<file path="config.mk">
export PLATFORM = sky130hd
export DESIGN_NAME = cmp_chain
export DESIGN_NICKNAME = d
export VERILOG_FILES = /design/src/rtl/cmp_pkg.sv /design/src/rtl/cmp_nibble_rel.sv /design/src/rtl/cmp_merge.sv /design/src/rtl/cmp_slice.sv /design/src/rtl/cmp_chain.sv
export SDC_FILE = /design/constraint.sdc
export NUM_CORES = 1
export LEC_CHECK = 0
export ABC_AREA = 0
export ABC_CLOCK_PERIOD_IN_PS = 2050
export BUFFER_PORTS_ARGS = -buffer_cell sky130_fd_sc_hd__buf_2
export CAP_MARGIN = 20
export CORE_AREA = 2 2 39 41
export DETAILED_ROUTE_END_ITERATION = 8
export DIE_AREA = 0 0 41 43
export PLACE_DENSITY = 0.54
export SLEW_MARGIN = 20
export SYNTH_ARGS = -nofsm -noshare
export SYNTH_HDL_FRONTEND = slang
export SYNTH_SLANG_ARGS = --single-unit
</file>
<file path="constraint.sdc">
create_clock -name vclk -period 2.05
set_input_delay 0.41 -clock vclk [all_inputs]
set_output_delay 0.41 -clock vclk [all_outputs]
set_load 0.005 [all_outputs]
</file>
<file path="src/rtl/cmp_pkg.sv">
package cmp_pkg;
  typedef struct packed {
    logic gt;
    logic eq;
    logic lt;
  } rel_t;

  localparam rel_t REL_SEED = '{gt: 1'b0, eq: 1'b1, lt: 1'b0};
endpackage

</file>
<file path="src/rtl/cmp_nibble_rel.sv">
module cmp_nibble_rel
  import cmp_pkg::*;
#(
  parameter int W = 4
) (
  input  logic [W-1:0] a,
  input  logic [W-1:0] b,
  output rel_t         rel
);
  logic [W-1:0] bit_same;
  logic [W-1:0] bit_gt;
  logic [W-1:0] bit_lt;
  logic [W:0]   above_same;

  assign above_same[W] = 1'b1;

  for (genvar i = W - 1; i >= 0; i--) begin : g_bit
    assign bit_same[i]   = ~(a[i] ^ b[i]);
    assign above_same[i] = above_same[i+1] & bit_same[i];
    assign bit_gt[i]     = a[i] & ~b[i] & above_same[i+1];
    assign bit_lt[i]     = ~a[i] & b[i] & above_same[i+1];
  end

  assign rel.eq = &bit_same;
  assign rel.gt = |bit_gt;
  assign rel.lt = |bit_lt;

  always_comb begin

    local_onehot_chk: assert ($onehot({rel.gt, rel.eq, rel.lt}))
      else $error("local verdict not one-hot");
  end
endmodule

</file>
<file path="src/rtl/cmp_merge.sv">
module cmp_merge
  import cmp_pkg::*;
(
  input  rel_t here,
  input  rel_t below,
  output rel_t out
);
  always_comb begin
    if (here.eq) out = below;
    else         out = here;
  end
endmodule

</file>
<file path="src/rtl/cmp_slice.sv">
module cmp_slice
  import cmp_pkg::*;
#(
  parameter int W = 4
) (
  input  logic [W-1:0] a,
  input  logic [W-1:0] b,
  input  rel_t         casc_in,
  output rel_t         casc_out
);
  rel_t local_rel;

  cmp_nibble_rel #(.W(W)) u_rel (
    .a  (a),
    .b  (b),
    .rel(local_rel)
  );

  cmp_merge u_merge (
    .here (local_rel),
    .below(casc_in),
    .out  (casc_out)
  );

  always_comb begin

    slice_gt_wins_chk: assert (!local_rel.gt || casc_out.gt)
      else $error("local greater lost");

    slice_lt_wins_chk: assert (!local_rel.lt || casc_out.lt)
      else $error("local less lost");

    slice_pass_chk: assert (!local_rel.eq || (casc_out == casc_in))
      else $error("cascade not passed through");

    slice_onehot_chk: assert (!$onehot({casc_in.gt, casc_in.eq, casc_in.lt})
                              || $onehot({casc_out.gt, casc_out.eq, casc_out.lt}))
      else $error("slice verdict not one-hot");
  end
endmodule

</file>
<file path="src/rtl/cmp_chain.sv">
module cmp_chain
  import cmp_pkg::*;
#(
  parameter int SLICES  = 2,
  parameter int SLICE_W = 4
) (
  input  logic [SLICES*SLICE_W-1:0] a_i,
  input  logic [SLICES*SLICE_W-1:0] b_i,
  output logic                      gt_o,
  output logic                      eq_o,
  output logic                      lt_o
);
  localparam int TOTAL_W = SLICES * SLICE_W;

  rel_t link [SLICES+1];

  assign link[0] = REL_SEED;

  for (genvar s = 0; s < SLICES; s++) begin : g_slice
    cmp_slice #(.W(SLICE_W)) u_slice (
      .a       (a_i[s*SLICE_W +: SLICE_W]),
      .b       (b_i[s*SLICE_W +: SLICE_W]),
      .casc_in (link[s]),
      .casc_out(link[s+1])
    );
  end

  assign gt_o = link[SLICES].gt;
  assign eq_o = link[SLICES].eq;
  assign lt_o = link[SLICES].lt;

  always_comb begin

    out_onehot_chk: assert ($onehot({gt_o, eq_o, lt_o}))
      else $error("output flags not one-hot");

    out_eq_bits_chk: assert (eq_o == (a_i == b_i))
      else $error("equal flag disagrees with operands");

    out_msb_chk: assert ((a_i[TOTAL_W-1] == b_i[TOTAL_W-1])
                         || (gt_o == a_i[TOTAL_W-1]))
      else $error("top bit did not decide");
  end
endmodule

</file>
# After elaboration in Yosys (flattened, before gate mapping)
# Cells that the tools add are included.
# totals
ff_bits	0
latch_bits	0
ram_bits	0
rom_bits	0
output_inout_bits	3
wordCells	72
n_memories	0
# classes
n_addsub	0
multipliers	0
n_div	0
magnitude_cmp	0
n_eq_ne	0
shift	0
muxes	2
bitwise_logic	64
reduce_logical	6
# op_table
op	n
1-bit bitwise AND	32
1-bit NOT	24
4-bit OR reduction	4
4-bit AND reduction	2
1-bit bitwise XOR	8
3-bit 2-to-1 mux	2

# Longest topological paths before layout
# Gate-level depths: netlist of run 1.
# depth
word_depth	8
ltp_mapped	5

# Cells and area by module
# A second synthesis of run 1 with hierarchy kept.
# hier_totals
hier_cells	56
hier_area_um2	415.4
# modules_own_cells
mod	n_inst	cells_each	area_each_um2	seq_area_each_um2
cmp_nibble_rel	2	24	173.9	0.0
cmp_merge	2	3	30.0	0.0
cmp_chain	1	2	7.5	0.0

# Worst setup path after synthesis of run 1
# OpenSTA, ideal clock, no wires.
# synth_path
path_kind	input port to output port
from	input port a_i[6]
to	output port gt_o
arrival_ns	1.322
setup_slack_ns	0.318
cell_stages	5
n_path_buf	0
path_cell_list	inv_1 -> ha_1 -> and3_4 -> a221oi_1 -> o22ai_1
# synth_via
elab_chain_cells	7
# synth_lines
item	line_no	source
from (decl)	cmp_chain.sv:7	input logic [SLICES*SLICE_W-1:0] a_i,
1-bit bitwise XOR	cmp_nibble_rel.sv:18	assign bit_same[i] = ~(a[i] ^ b[i]);
1-bit NOT	cmp_nibble_rel.sv:18	
1-bit bitwise AND (2 in a row)	cmp_nibble_rel.sv:19	assign above_same[i] = above_same[i+1] & bit_same[i];
1-bit bitwise AND	cmp_nibble_rel.sv:20	assign bit_gt[i] = a[i] & ~b[i] & above_same[i+1];
4-bit OR reduction	cmp_nibble_rel.sv:25	assign rel.gt = |bit_gt;
3-bit 2-to-1 mux (*)	cmp_merge.sv:9	if (here.eq) out = below;
to (decl)	cmp_chain.sv:9	output logic gt_o,
# Every way passes the cells marked *; elsewhere a longest branch is shown, timed or not.

# Worst setup path after layout of run 1
# layout_path
from	input port a_i[5]
to	output port lt_o
# layout_via
elab_chain_cells	6
# layout_lines
item	line_no	source
1-bit bitwise XOR	cmp_nibble_rel.sv:18	
1-bit NOT	cmp_nibble_rel.sv:18	
1-bit bitwise AND	cmp_nibble_rel.sv:19	
1-bit bitwise AND	cmp_nibble_rel.sv:21	assign bit_lt[i] = ~a[i] & b[i] & above_same[i+1];
4-bit OR reduction	cmp_nibble_rel.sv:26	assign rel.lt = |bit_lt;
3-bit 2-to-1 mux (*)	cmp_merge.sv:9	
to (decl)	cmp_chain.sv:11	output logic lt_o
# Marks and branches as above.

==> impl_metrics.yaml, run 1 <==
grt:
  grt_pass1_vias: 334
  grt_max_degree: 6
  track_usage: 0.08591
  antenna_found_initial: 0
  grt_pass1_wl_mm: 1.159
  grt-ovfl-total: 0
setup_path:
  path_cells: "buf_2, inv_1, ha_1, and3_4, a221oi_2, o22ai_1, buf_2"
  end_kind: "primary output"
  crit_slowest_cell: "ha_1"
  max_stage_delay_ns: 0.30
  setup.worst_path.class: "in2out"
  worst_ep_required_time_ns: 1.64
  critPathLaunchType: "input port"
  crit_top_cell: "buf_2"
  critPathMaxFanout: 3
  critPathArrivalTime_ns: 1.55
sta:
  holdWs_ns: 1.299
  tightest_slew_ns: 0.1931
  drv_slew: 0
  finalCriticalPeriod_ns: 1.958
  final_hold_viol_count: 0
  grt_setup_unrepaired: "false"
  post-route-period-util: 0.9553
  fin_tns_setup_ns: 0
  slew_headroom: 0.8713
  finalSetupViolations: 0
  fmax_ghz: 0.5106
  timing.final.ws_setup_ns: 0.09169
floorplanning:
  rows: 14
  die_width_um: 41
  initial_core_util: 0.2830
  die_y_um: 43
  dieArea_mm2: 0.001763
  pin_count: 19
  coreArea_mm2: 0.001384
route:
  drc: 0
  dr.first_iter.drc_count: 2
  finalWirelength_um: 769
  wl_per_cell_um: 9.047
  vias: 392
  vias_per_cell: 4.612
  dr.pass1.iters: 4
  drtAntennaViolNets: 0
pwr:
  power_density_mw_per_mm2: 185.1
  leakage_nw: 0.3592
  vdd_ir_drop_max_mv: 0.07675
run:
  maxCapViolations: 0
synth:
  seq_area_frac_synth: 0
  syn_nets: 82
  synthCells: 50
  synth.distinct_cells: 13
  yosys_warnings: 0
  syn_area_um2: 391.6
  syn_area_per_cell_um2: 7.833
outcome:
  outcome: "complete, no violations"
finish:
  fill_cells: 154
  drive_gt1_frac: 0.3913
  antenna_cells: 0
  seq_cells: 0
  layout_common_cells: "buf_2, inv_1, ha_1"
  final_nets: 103
  register_area_um2: 0
  num-clock-buffers: 0
  final_common_cell: "buf_2"
  area_growth_pct: 38.98
placed_design:
  hpwl_um: 640.4
  port_buffers: 19
  gp_congestion: 0.7304
  dp_slack_ns: 0.01543
clocking:
  cts.hold.buffers_added: 0
  post_cts_buffers: 0
  postCtsResizedCells: 0
min_path:
  hold_path_class: "in2out"
-- cell type report --
cell class | instances | area, um^2 | area share
multi-input combinational | 34 | 369.1 | 0.6782
inverter | 16 | 60.06 | 0.1103
tap | 16 | 20.02 | 0.03678
timing repair buffer | 19 | 95.09 | 0.1747
-- cell families (layout without fill, tap and decap cells) --
kind of cell | after synthesis | count (layout) | share of synthesized area
fa+ha+maj | 16 | 16 | 0.5112
buf+inv | 16 | 35 | 0.1534
compound gates | 12 | 12 | 0.2364
simple gates | 6 | 6 | 0.09905
-- per-layer routing --
layer | wire length, um | share of wire | track usage | up-vias
li1 | - | - | - | 211
met5 | 0 | 0 | 0 | -
met1 | 315 | 0.41 | 0.1013 | 171
met2 | 421 | 0.55 | 0.1688 | 10
met4 | 0 | 0 | 0 | 0
met3 | 32 | 0.042 | 0 | 0
-- power breakdown --
group / total [mW] / internal, mW / switching [mW]
registers: 0 / 0 / 0
clock network: 0 / 0 / 0
logic: 0.101 / 0.0528 / 0.0479
-- worst paths after layout --
| check | start | to | depth (start not counted) |
|---|---|---|---|
| worst max-delay path | a_i[5] | lt_o | 7 |
| worst min-delay path | b_i[4] | eq_o | 5 |
-- through the flow --
stage               total power [mW]  instances  instance area, um^2  utilization
floorplan                    0.05368         50                391.6            -
global placement             0.08764         85                506.7       0.3662
detailed placement           0.08814         85                506.7       0.3662
CTS                          0.08845         85                506.7       0.3662
global route                  0.1155         85                544.3       0.3933
finish                        0.1007         85                544.3       0.3933
-- synth_stat cells (all sizes together) --
library cell | number | share of area
a21o | 4 | 0.083
a21oi | 2 | 0.026
a221oi | 2 | 0.045
a41o | 2 | 0.051
and3 | 1 | 0.029
and4 | 1 | 0.026
ha | 16 | 0.51
inv | 16 | 0.15
nand2 | 2 | 0.019
nand4 | 1 | 0.016
nor2 | 1 | 0.0096
o22ai | 2 | 0.032
-- worst max-delay path: cells and delay by family --
kind / cells / cell delay (ns)
AO/OA/AOI/OAI: 2 / 0.38
adder cells (fa/ha/maj): 1 / 0.30
buffers and inverters: 3 / 0.27
AND/OR/NAND/NOR: 1 / 0.20
(Power assumes the default switching activity.)
==> run 2, diff against run 1 <==
--- a/config.mk
+++ b/config.mk
@@ -12,8 +12,9 @@
 export CORE_AREA = 2 2 39 41
 export DETAILED_ROUTE_END_ITERATION = 8
 export DIE_AREA = 0 0 41 43
-export PLACE_DENSITY = 0.54
+export PLACE_DENSITY = 0.56
 export SLEW_MARGIN = 20
 export SYNTH_ARGS = -nofsm -noshare
 export SYNTH_HDL_FRONTEND = slang
+export SYNTH_HIERARCHICAL = 1
 export SYNTH_SLANG_ARGS = --single-unit
==> run 2 against run 1 <==
Net effect:
- non-clock buffer count rose by 3
- critical endpoint is now gt_o
- the flow now finishes with violations (setup timing)
- highest routed layer unchanged
- fmax fell by 7.2%
- sequential share of layout area unchanged
==> impl_metrics.yaml, run 2 <==
outcome:
  outcome: "finished with violations"
  violations: "setup timing"
setup_path:
  worst_ep_required_time_ns: 1.64
  critPathLaunchType: "input port"
  critPathMaxFanout: 3
  setup.worst_path.class: "in2out"
  end_kind: "primary output"
  critPathArrivalTime_ns: 1.70
route:
  drc: 0
  vias: 435
  wl_per_cell_um: 9.168
  drtAntennaViolNets: 0
  vias_per_cell: 4.579
  finalWirelength_um: 871
  dr.first_iter.drc_count: 0
  dr.pass1.iters: 1
pwr:
  switchingPower_mw: 0.05250
  pwr-share-seq: 0
  p_total_mw: 0.1330
  leakage_nw: 0.3911
  power_density_mw_per_mm2: 192.2
  netSwitchingFraction: 0.3948
  vdd_ir_drop_max_mv: 0.07506
  p_int_mw: 0.08049
  comb_power_share: 1.000
  pwr-share-clk: 0
synth:
  synthCells: 56
  synth_area_leaders: "ha_1, inv_1, mux2_2"
  syn_area_per_cell_um2: 7.418
  yosysTopAreaCell: "ha_1"
  synth.distinct_cells: 9
  yosys_warnings: 6
  synth_common_cells: "ha_1, inv_1, a21oi_1, mux2_2, o21ai_1"
  syn_area_um2: 415.4
  synth_top_area_frac: 0.4819
  seq_area_frac_synth: 0
sta:
  drv_slew: 0
  post-route-period-util: 1.029
  finalSetupViolations: 2
  timing.final.ws_setup_ns: -0.06044
  fmax_ghz: 0.4738
  final_hold_viol_count: 0
  grt_setup_unrepaired: "true"
  finalCriticalPeriod_ns: 2.110
placed_design:
  dp_slack_ns: -0.1753
  place_area_um2: 556.8
  port_buffers: 19
  gp_congestion: 0.6824
  hpwl_um: 679.8
floorplanning:
  initial_core_util: 0.3002
  rows: 14
  dieArea_mm2: 0.001763
  pin_count: 19
  coreArea_mm2: 0.001384
  die_width_um: 41
  die_y_um: 43
finish:
  final_nets: 113
  design_area_um2: 691.9
  seq_cells: 0
  register_area_um2: 0
  fill_cells: 145
  layout_common_cells: "inv_1, ha_1, buf_2, buf_6, a21oi_1"
  finish.utilization: 0.5000
  drive_gt1_frac: 0.4810
  area_growth_pct: 66.57
  num-clock-buffers: 0
  antenna_cells: 0
min_path:
  hold_path_class: "in2out"
  hold_depth: 6
  min_to: "lt_o"
  min_from: "b_i[7]"
grt:
  track_usage: 0.1149
  grt_max_degree: 5
  grt-ovfl-total: 0
  antenna_found_initial: 0
  grt_pass1_wl_mm: 1.504
  grt_pass1_vias: 421
run:
  maxCapViolations: 0
clocking:
  cts.hold.buffers_added: 0
  post_cts_buffers: 0
[run 2: critical path, cell delays in order]
cell and delay [ns]:
buf_6 0.10, ha_4 0.26, and4_4 0.25, mux2_4 0.30, mux2_4 0.26, buf_6 0.12
[run 2: per-layer routing]
| layer | vias up | GRT usage | part of all wire |
|---|---|---|---|
| met3 | 0 | 0.005236 | 0.049 |
| met2 | 11 | 0.2375 | 0.58 |
| met4 | 0 | 0 | 0 |
| li1 | 223 | - | - |
| met1 | 201 | 0.1203 | 0.37 |
| met5 | - | 0 | 0 |
[run 2: worst max-delay path by stage]
stage | depth (start not counted) | slack [ns] | endpoint | from
floorplan | 5 | 0.08 | gt_o | a_i[3]
global placement | 7 | -0.17 | gt_o | a_i[3]
detailed placement | 7 | -0.18 | lt_o | a_i[3]
CTS | 7 | -0.06 | lt_o | a_i[1]
global route | 7 | -0.1 | gt_o | a_i[1]
finish | 6 | -0.06 | gt_o | b_i[1]
[run 2: timing repair]
item / 4_1_cts / 5_1_grt
gates resized for setup: 26 / 2
hold endpoints to repair: 0 / 0
pin swaps: 5 / 4
setup endpoints to repair: 2 / 2
[run 2: area by class of cell]
class                           instances  area, um^2  area share
Multi-Input combinational cell         41       425.4      0.6148
Timing Repair Buffer                   22       183.9      0.2658
Inverter                               16       62.56     0.09042
Tap cell                               16       20.02     0.02893
[run 2: power by group through the flow]
| stage | Sequential [mW] | Clock (mW) | Combinational, mW |
|---|---|---|---|
| floorplan | 0 | 0 | 0.0530 |
| global route | 0 | 0 | 0.149 |
| CTS | 0 | 0 | 0.132 |
| detailed placement | 0 | 0 | 0.0928 |
| global placement | 0 | 0 | 0.0901 |
| finish | 0 | 0 | 0.133 |
[run 2: logic make-up (layout without fill, tap and decap cells)]
kind of cell / Yosys count / in the layout / synth area share
adder cells (fa/ha/maj): 16 / 16 / 0.4819
multiplexers: 4 / 4 / 0.1084
other: 2 / 3 / 0.01808
AND/OR/NAND/NOR: 6 / 6 / 0.1024
buffers and inverters: 16 / 38 / 0.1446
AO/OA/AOI/OAI: 12 / 12 / 0.1446
[run 2: metrics by stage]
| stage | setup TNS (ns) | hold slack [ns] | std cells |
|---|---|---|---|
| 3_5_place_dp | -0.3463 | 1.380 | 95 |
| 5_1_grt | -0.1886 | 1.448 | 95 |
| 6_report | -0.1204 | 1.382 | 95 |
| 3_3_place_gp | -0.3278 | 1.371 | 95 |
| 2_1_floorplan | 0 | 1.167 | 57 |
| 4_1_cts | -0.1271 | 1.379 | 95 |
==> run 3, diff against run 2 <==
--- a/config.mk
+++ b/config.mk
@@ -12,6 +12,7 @@
 export CORE_AREA = 2 2 39 41
 export DETAILED_ROUTE_END_ITERATION = 8
 export DIE_AREA = 0 0 41 43
+export GPL_TIMING_DRIVEN = 0
 export PLACE_DENSITY = 0.56
 export SLEW_MARGIN = 20
 export SYNTH_ARGS = -nofsm -noshare
==> run 3 against run 2 <==
Net effect:
- the run still ends with setup timing left
- count of clock-buffer cells in the layout unchanged
- global-route usage decreased by 1.3 points
- sequential share of layout area unchanged
- utilization decreased by 0.72 points
- worst hold slack got worse by 0.013 ns
- final cell count decreased by 3.2%
- combinational power about the same
- final area decreased by 1.4%
==> impl_metrics.yaml, run 3 (synthesis results as in run 2) <==
sta:
  fin_tns_setup_ns: -0.1157
  fmax_ghz: 0.4735
  finalCriticalPeriod_ns: 2.112
  timing.final.ws_setup_ns: -0.06177
  grt_setup_unrepaired: "true"
  final_hold_viol_count: 0
  finalSetupViolations: 2
  drv_slew: 0
  post-route-period-util: 1.030
floorplanning:
  rows: 14
  coreArea_mm2: 0.001384
  pin_count: 19
  dieArea_mm2: 0.001763
  initial_core_util: 0.3002
  die_y_um: 43
  die_width_um: 41
setup_path:
  path_delay_family: "multiplexers"
  critPathLaunchType: "input port"
  max_stage_delay_ns: 0.30
  critPathArrivalTime_ns: 1.70
  crit_slowest_cell: "mux2_4"
  crit_path_end: "gt_o"
  setup.worst_path.class: "in2out"
  end_kind: "primary output"
  worst_ep_required_time_ns: 1.64
  startpoint: "a_i[3]"
  path_buf_inv: 3
  critPathMaxFanout: 4
  crit_top_cell: "mux2_4"
  cp.depth: 7
  path_cells: "buf_8, inv_4, ha_4, and4_4, mux2_4, mux2_4, buf_6"
grt:
  grt_pass1_vias: 371
  grt_max_degree: 5
  track_usage: 0.1019
  grt_pass1_wl_mm: 1.338
  antenna_found_initial: 0
  grt-ovfl-total: 0
route:
  vias: 397
  wl_per_cell_um: 8.533
  finalWirelength_um: 785
  vias_per_cell: 4.315
  drc: 0
  dr.pass1.iters: 1
  drtAntennaViolNets: 0
  dr.first_iter.drc_count: 0
placed_design:
  place_area_um2: 534.3
  hpwl_um: 661.9
  dp_slack_ns: -0.1936
  port_buffers: 19
  gp_congestion: 0.6514
finish:
  register_area_um2: 0
  area_growth_pct: 64.16
  layout_common_cells: "inv_1, ha_1, buf_2"
  drive_gt1_frac: 0.4605
  final_nets: 110
  num-clock-buffers: 0
  antenna_cells: 0
  design_area_um2: 681.9
  seq_cells: 0
run:
  maxCapViolations: 0
pwr:
  power_density_mw_per_mm2: 189.9
  vdd_ir_drop_max_mv: 0.1055
  p_total_mw: 0.1295
  leakage_nw: 0.3799
outcome:
  outcome: "finished with violations"
  violations: "setup timing"
clocking:
  post_cts_buffers: 0
min_path:
  hold_path_class: "in2out"
-- run 3: cell count changes in the layout (fill, tap and decap cells not counted) --
cell | before | now
buf_4 | 3 | 0
buf_6 | 9 | 7
buf_8 | 1 | 3
inv_2 | 3 | 1
inv_4 | 1 | 3
-- run 3: cell type report --
class / instances / area, um^2
fillers: 141 / 701.9
inverters: 16 / 67.56
multi-input cells: 41 / 425.4
well taps: 16 / 20.02
repair buffers: 19 / 168.9
-- run 3: how the worst min path moves through the flow --
stage          slack (ns)    from    to  cells after the start
3_3_place_gp         1.38  b_i[7]  lt_o                      6
6_report             1.37  b_i[7]  lt_o                      6
2_1_floorplan        1.17  b_i[7]  lt_o                      4
4_1_cts              1.37  b_i[7]  lt_o                      6
5_1_grt              1.43  b_i[7]  lt_o                      6
3_5_place_dp         1.38  b_i[7]  lt_o                      6
-- run 3: repair_timing --
item | CTS | global route
resized for setup | 29 | 4
hold buffers | 0 | 0
setup endpoints to repair | 2 | 2
hold endpoints to repair | 0 | 0
pin swaps | 5 | 3
-- run 3: through the flow --
step,hold slack (ns),util,std cells
final,1.369,0.4928,92
after global placement,1.380,0.3861,92
after global routing,1.425,0.4928,92
after CTS,1.374,0.4837,92
after floorplan,1.167,-,57
after detailed placement,1.380,0.3861,92
-- run 3: report_power, final --
group | total [mW] | switching (mW) | internal [mW] | leakage [nW]
sequential | 0 | 0 | 0 | 0
clock | 0 | 0 | 0 | 0
combinational | 0.130 | 0.0514 | 0.0781 | 0.380
-- run 3: worst min-delay path: stages --
cell,delay [ns]
buf_2,0.09
ha_1,0.13
a21oi_1,0.04
o21ai_1,0.06
mux2_4,0.15
buf_6,0.08
-- run 3: layer usage --
metal / GRT usage / vias up / share of wire
met5: 0 / - / 0
met4: 0 / 0 / 0
met3: 0.005236 / 0 / 0.056
met2: 0.2031 / 11 / 0.52
met1: 0.1139 / 170 / 0.42
li1: - / 216 / -
